[src/rtl/tctx_pkg.sv]
package tctx_pkg;

    localparam int RING_CNT   = 4;
    localparam int RING_IDX_W = $clog2(RING_CNT);
    localparam int BYTE_W     = 8;
    localparam int SLOT_W     = 4;
    localparam int PAGE_W     = 2;

    localparam logic [SLOT_W-1:0] SLOT_NSR  = 4'd0;
    localparam logic [SLOT_W-1:0] SLOT_CPPR = 4'd1;
    localparam logic [SLOT_W-1:0] SLOT_IPB  = 4'd2;
    localparam logic [SLOT_W-1:0] SLOT_PIPR = 4'd3;

    localparam logic [BYTE_W-1:0] PRIO_NONE = 8'hFF;

    typedef enum logic [RING_IDX_W-1:0] {
        RING_USER = 2'd0,
        RING_OS   = 2'd1,
        RING_POOL = 2'd2,
        RING_PHYS = 2'd3
    } ring_e;

    typedef enum logic {
        ACC_IDLE = 1'b0,
        ACC_RESP = 1'b1
    } acc_state_e;

    typedef struct packed {
        logic [BYTE_W-1:0] nsr;
        logic [BYTE_W-1:0] cppr;
        logic [BYTE_W-1:0] ipb;
        logic [BYTE_W-1:0] pipr;
    } ring_view_t;

endpackage

[src/rtl/tctx_ring.sv]
module tctx_ring
    import tctx_pkg::*;
#(
    parameter int LEVELS = 8
) (
    input  logic              clk,
    input  logic              rst_n,
    input  logic              ntf_hit,
    input  logic [BYTE_W-1:0] ntf_prio,
    input  logic              ipb_we,
    input  logic              cppr_we,
    input  logic [BYTE_W-1:0] wdata,
    output ring_view_t        view,
    output logic              excp
);

    logic [LEVELS-1:0] ipb_q;
    logic [LEVELS-1:0] ntf_mask;
    logic [LEVELS-1:0] ipb_base;
    logic [BYTE_W-1:0] cppr_q;
    logic [BYTE_W-1:0] pipr;

    // one-hot level mask; out-of-range priorities produce no bit
    always_comb begin
        ntf_mask = '0;
        for (int i = 0; i < LEVELS; i++) begin
            if (ntf_hit && ntf_prio == BYTE_W'(i)) begin
                ntf_mask[LEVELS-1-i] = 1'b1;
            end
        end
    end

    assign ipb_base = ipb_we ? wdata[LEVELS-1:0] : ipb_q;

    always_ff @(posedge clk) begin
        if (!rst_n) begin
            ipb_q  <= '0;
            cppr_q <= '0;
        end else begin
            ipb_q <= ipb_base | ntf_mask;
            if (cppr_we) begin
                cppr_q <= wdata;
            end
        end
    end

    // most favoured pending level: scan from the top bit down
    always_comb begin
        logic found;
        found = 1'b0;
        pipr  = PRIO_NONE;
        for (int i = 0; i < LEVELS; i++) begin
            if (ipb_q[LEVELS-1-i] && !found) begin
                pipr  = BYTE_W'(i);
                found = 1'b1;
            end
        end
    end

    assign excp      = (pipr < cppr_q);
    assign view.nsr  = {excp, {(BYTE_W-1){1'b0}}};
    assign view.cppr = cppr_q;
    assign view.ipb  = BYTE_W'(ipb_q);
    assign view.pipr = pipr;

endmodule

[src/rtl/tctx_access.sv]
module tctx_access
    import tctx_pkg::*;
(
    input  logic                  clk,
    input  logic                  rst_n,
    input  logic                  acc_rd,
    input  logic                  acc_wr,
    input  logic [PAGE_W-1:0]     acc_page,
    input  logic [5:0]            acc_off,
    input  ring_view_t            views [RING_CNT],
    output logic [RING_CNT-1:0]   ipb_we,
    output logic [RING_CNT-1:0]   cppr_we,
    output logic [BYTE_W-1:0]     rdata,
    output logic                  rvalid
);

    localparam int SUM_W = RING_IDX_W + 1;

    acc_state_e              state_q, state_d;
    logic [RING_IDX_W-1:0]   ring_sel;
    logic [SLOT_W-1:0]       slot;
    logic                    visible;
    logic [BYTE_W-1:0]       rd_byte;
    logic [BYTE_W-1:0]       rdata_q;

    assign ring_sel = acc_off[5:4];
    assign slot     = acc_off[3:0];
    // lower page numbers are more privileged and see more rings
    assign visible  = (SUM_W'(ring_sel) + SUM_W'(acc_page)) <= SUM_W'(RING_CNT - 1);

    for (genvar r = 0; r < RING_CNT; r++) begin : g_we
        assign ipb_we[r]  = acc_wr && visible && (ring_sel == RING_IDX_W'(r)) && (slot == SLOT_IPB);
        assign cppr_we[r] = acc_wr && visible && (ring_sel == RING_IDX_W'(r)) && (slot == SLOT_CPPR);
    end

    always_comb begin
        rd_byte = '0;
        if (visible) begin
            case (slot)
                SLOT_NSR:  rd_byte = views[ring_sel].nsr;
                SLOT_CPPR: rd_byte = views[ring_sel].cppr;
                SLOT_IPB:  rd_byte = views[ring_sel].ipb;
                SLOT_PIPR: rd_byte = views[ring_sel].pipr;
                default:   rd_byte = '0;
            endcase
        end
    end

    // next-state logic
    always_comb begin
        state_d = state_q;
        unique case (state_q)
            ACC_IDLE: state_d = acc_rd ? ACC_RESP : ACC_IDLE;
            ACC_RESP: state_d = acc_rd ? ACC_RESP : ACC_IDLE;
        endcase
    end

    // state register
    always_ff @(posedge clk) begin
        if (!rst_n) begin
            state_q <= ACC_IDLE;
        end else begin
            state_q <= state_d;
        end
    end

    // output register
    always_ff @(posedge clk) begin
        if (!rst_n) begin
            rdata_q <= '0;
        end else if (acc_rd) begin
            rdata_q <= rd_byte;
        end
    end

    assign rvalid = (state_q == ACC_RESP);
    assign rdata  = rvalid ? rdata_q : '0;

endmodule

[src/rtl/tctx_top.sv]
module tctx_top
    import tctx_pkg::*;
#(
    parameter int LEVELS = 8
) (
    input  logic       clk,
    input  logic       rst_n,
    input  logic       ntf_valid,
    input  logic [1:0] ntf_ring,
    input  logic [7:0] ntf_prio,
    input  logic       acc_rd,
    input  logic       acc_wr,
    input  logic [1:0] acc_page,
    input  logic [5:0] acc_off,
    input  logic [7:0] acc_wdata,
    output logic [7:0] acc_rdata,
    output logic       acc_rvalid,
    output logic       hv_excp,
    output logic       os_excp
);

    ring_view_t            views [RING_CNT];
    logic [RING_CNT-1:0]   ring_excp;
    logic [RING_CNT-1:0]   ipb_we;
    logic [RING_CNT-1:0]   cppr_we;

    for (genvar r = 0; r < RING_CNT; r++) begin : g_ring
        tctx_ring #(.LEVELS(LEVELS)) ring_i (
            .clk      (clk),
            .rst_n    (rst_n),
            .ntf_hit  (ntf_valid && (ntf_ring == RING_IDX_W'(r))),
            .ntf_prio (ntf_prio),
            .ipb_we   (ipb_we[r]),
            .cppr_we  (cppr_we[r]),
            .wdata    (acc_wdata),
            .view     (views[r]),
            .excp     (ring_excp[r])
        );
    end

    tctx_access access_i (
        .clk      (clk),
        .rst_n    (rst_n),
        .acc_rd   (acc_rd),
        .acc_wr   (acc_wr),
        .acc_page (acc_page),
        .acc_off  (acc_off),
        .views    (views),
        .ipb_we   (ipb_we),
        .cppr_we  (cppr_we),
        .rdata    (acc_rdata),
        .rvalid   (acc_rvalid)
    );

    assign os_excp = ring_excp[RING_OS];
    assign hv_excp = ring_excp[RING_POOL] | ring_excp[RING_PHYS];

endmodule

[config.mk]
export PLATFORM = sky130hd
export DESIGN_NAME = tctx_top
export DESIGN_NICKNAME = d
export VERILOG_FILES = /design/src/rtl/tctx_pkg.sv /design/src/rtl/tctx_ring.sv /design/src/rtl/tctx_access.sv /design/src/rtl/tctx_top.sv
export SDC_FILE = /design/constraint.sdc
export NUM_CORES = 1
export LEC_CHECK = 0
export ABC_AREA = 0
export BUFFER_PORTS_ARGS = -buffer_cell sky130_fd_sc_hd__buf_2
export CORE_ASPECT_RATIO = 1.75
export CORE_MARGIN = 5
export CORE_UTILIZATION = 55
export CTS_BUF_LIST = sky130_fd_sc_hd__clkbuf_4
export DETAILED_ROUTE_END_ITERATION = 10
export PLACE_DENSITY = 0.86
export SLEW_MARGIN = 20
export SYNTH_ARGS = -nofsm -noshare
export SYNTH_HDL_FRONTEND = slang
export SYNTH_SLANG_ARGS = --single-unit
[constraint.sdc]
create_clock -name clk -period 3.3 [get_ports clk]
set_clock_uncertainty 0.15 [all_clocks]
set_input_delay 0.165 -clock clk [delete_from_list [all_inputs] [get_ports clk]]
set_output_delay 0.165 -clock clk [all_outputs]
set_load 0.03 [all_outputs]
==> results by group <==
Critical path
  • R2r startpoint: g_ring[0].ring_i.ipb_q[3]$_SDFF_PN0_
  • Element type at the critical path end: output port
  • Critical path peak fanout: 5
  • Worst Reg-to-Reg Cells: 10
  • WP data required: between 2 and 3 ns
  • CP startpoint kind: register
  • CP arrival: ~2.9 ns
  • Crit path launch: g_ring[1].ring_i.ipb_q[7]$_SDFF_PN0_
  • CP Class: reg -> out

Run
  • Maxcap violations: 0

Place
  • DP HPWL: 11.1 mm
  • Worst slack at placement: 0.336 ns
  • GPL Wtd Cong: 0.927
  • Port Buffers: 41

STA
  • Tmin final: 3.16 ns
  • Hold Violations, Final: 0
  • FMAX: 316 MHz
  • Setup ws final: 0.136 ns
  • Slew Viols, Final: 0
  • Slew @ Worst Pin: 0.843 ns
  • Final setup violation count: 0
  • Crit share post-route: about 96%
  • Worst slew margin: 43.7%

Floorplan
  • IO Count: 42
  • Initial Util: 56.2%
  • # rows: 45
  • Die W: slightly above 80 um
  • Die area: about 11,000 um2
  • Die height: 135 um
  • Core area: 8730 um2

Finish
  • Layout cell share with drive strength beyond 1: 17.3%
  • Fin util: 63.4%
  • Final net count: 670
  • Area Overhead vs Synth: 12.7%
  • Fill cells: approximately 720

Clock tree
  • Clock buffer depth: 2
  • Clock sinks: 73
  • Clk root buf: clkbuf_4
  • Insertion delay to the later sink of the worst-skew pair: 0.43 ns
  • H-tree Lvls: 3
  • Clk slew on worst S/H paths: 0.12 ns
  • Number of CTS-inserted buffers: 9
  • TritonCTS clock tree: yes

Synth
  • Post-synthesis sequential area ratio: between 20% and 30%
  • Synth Area per Inst: 8.72 um2
  • Synth Warn #: 0
  • Synth Net Count: about 620
  • Synth top area share: 29.8%
  • Top cells by area, synth: dfxtp_1 30%, ha_1 7.4%, mux4_2 6.9%, nand2_1 6.3%, a21boi_1 5.0%
  • Cell with the most instances after synthesis: nand2_1
  • Post-Synthesis Cells: around 560
  • Post-Syn Area: slightly below 5000 um2
  • Ys flop type: dfxtp_1
  • EDFF count, synth: 0
  • Yosys reg bits: 73
  • Count of cell types in the netlist: 61
  • Async set-or-reset flop fraction in the synthesized netlist: 0%
  • Area leader, netlist: dfxtp_1
  • Post-synth top cells: 82 x nand2_1, 73 x dfxtp_1, 39 x inv_1

Hold path
  • Worst Hold Class: in -> reg
  • Hold Path Stages: 4
  • Hold Startpoint: acc_off[1]

Pwr
  • Pwr/cell area: 311 nW/um2
  • Max IR drop VDD: 213 uV
  • Leakage: 2.00 nW

GRT
  • First-pass GRT wire length: 23.3 mm
  • Initial antenna violation count: 1
  • Gr usage total: 28.0%
  • Number of global-route vias before repair: 4,668
  • Largest net degree at the start of global routing: slightly below 60
  • GRT overflow: 0

Drt
  • Vias per cell: 6.33
  • First drt pass iteration count: 5
  • Post-route DRC: 0
  • Initial detailed-routing violation count: about 530
  • Avg WL per Cell: ~20 um
  • Final wirelength: 14.8 mm
  • Total number of vias: 4,630
  • Post-route ant nets: 0

Status
  • Status: finished, final reports clean
==> cells by family after synthesis <==
family / share of synthesized area (%)
buffers and inverters: 5.89
multiplexers: 12.4
flip-flops: 29.8
adder cells (fa/ha/maj): 7.80
AO/OA/AOI/OAI: 23.4
AND/OR/NAND/NOR: 20.7
==> routing by layer <==
metal,up-vias,wire length [um],GRT usage [%]
met4,0,1290,22.3
met2,268,7220,45.2
li1,2124,-,-
met5,-,0,0
met3,88,1130,4.94
met1,2150,5160,31.4
==> critical path, cell delays in order (launching register included) <==
cell and delay [ns]:
dfxtp_1 0.40, nor4_4 0.40, nand2_2 0.12, nor3_4 0.28
ha_1 0.31, a21o_1 0.19, a21oi_1 0.18, nand3_1 0.12
o21ai_2 0.19, clkbuf_4 0.22
==> power by group <==
group	total (W)	leakage (nW)	switching, W	internal, W
Combinational	0.000195	1.32	0.000118	0.0000770
Clock	0.000635	0.0878	0.000323	0.000312
Sequential	0.000889	0.588	0.00000456	0.000884
==> registers in the layout (all words and copies together) (netlist names) <==
name and flops:
access_i.rvalid 1, g_ring.ring_i.ipb_q 32, access_i.rdata_q 8, g_ring.ring_i.cppr_q 32
==> metrics by stage <==
step | cells | hold WS, ns | cell area, um2 | total power [W] | TNS (ns)
global placement | 692 | 0.282 | 5150 | 0.00108 | 0
detailed placement | 692 | 0.297 | 5150 | 0.00108 | 0
global route | 732 | 0.0223 | 5530 | 0.00178 | -0.00769
CTS | 723 | 0.000902 | 5450 | 0.00172 | 0
finish | 732 | 0.0174 | 5530 | 0.00172 | 0
floorplan | 563 | 0.152 | 4910 | 0.00103 | 0
==> layout by cell type (no fill, tap or decap), types with 6 or more instances in the layout <==
| cell type | n |
|---|---|
| a211oi_1 | 6 |
| nor2b_1 | 18 |
| clkbuf_4 | 11 |
| nand2b_1 | 6 |
| ha_1 | 29 |
| o21ai_0 | 35 |
| a21boi_0 | 23 |
| nor2_1 | 25 |
| nor3_1 | 6 |
| dlygate4sd3_1 | 15 |
| a21oi_1 | 12 |
| dfxtp_1 | 73 |
| and2_1 | 9 |
| buf_2 | 40 |
| mux4_2 | 15 |
| inv_1 | 39 |
| buf_4 | 12 |
| nand2_1 | 81 |
| mux2i_1 | 22 |
| a21boi_1 | 33 |
| nand3_1 | 8 |
| a22oi_1 | 26 |
==> layout make-up <==
| type | instances | area (um2) | area share, % |
|---|---|---|---|
| Inverter | 39 | 146 | 2.65 |
| Sequential cell | 73 | 1460 | 26.4 |
| Clock inverter | 6 | 82.6 | 1.49 |
| Clock buffer | 10 | 75.1 | 1.36 |
| Tap cell | 117 | 146 | 2.65 |
| Timing Repair Buffer | 68 | 448 | 8.10 |
| Antenna cell | 1 | 2.50 | 0.0452 |
| Multi-Input combinational cell | 418 | 3170 | 57.3 |
==> worst paths after layout <==
check	endpoint	slack, ns
worst min-delay path	access_i.rdata_q[7]$_SDFFE_PN0P_	0.02
worst max register to register	access_i.rdata_q[7]$_SDFFE_PN0P_	0.32
worst max-delay path	os_excp	0.14
worst min register to register	access_i.rdata_q[6]$_SDFFE_PN0P_	0.36
==> repair_timing <==
action                     CTS  global route
setup endpoints to repair    0             2
buffers inserted             0             8
hold endpoints to repair    66             0
hold buffers                15             0
resized for setup            0             5
No activity file was read; power rests on OpenSTA's default activity.
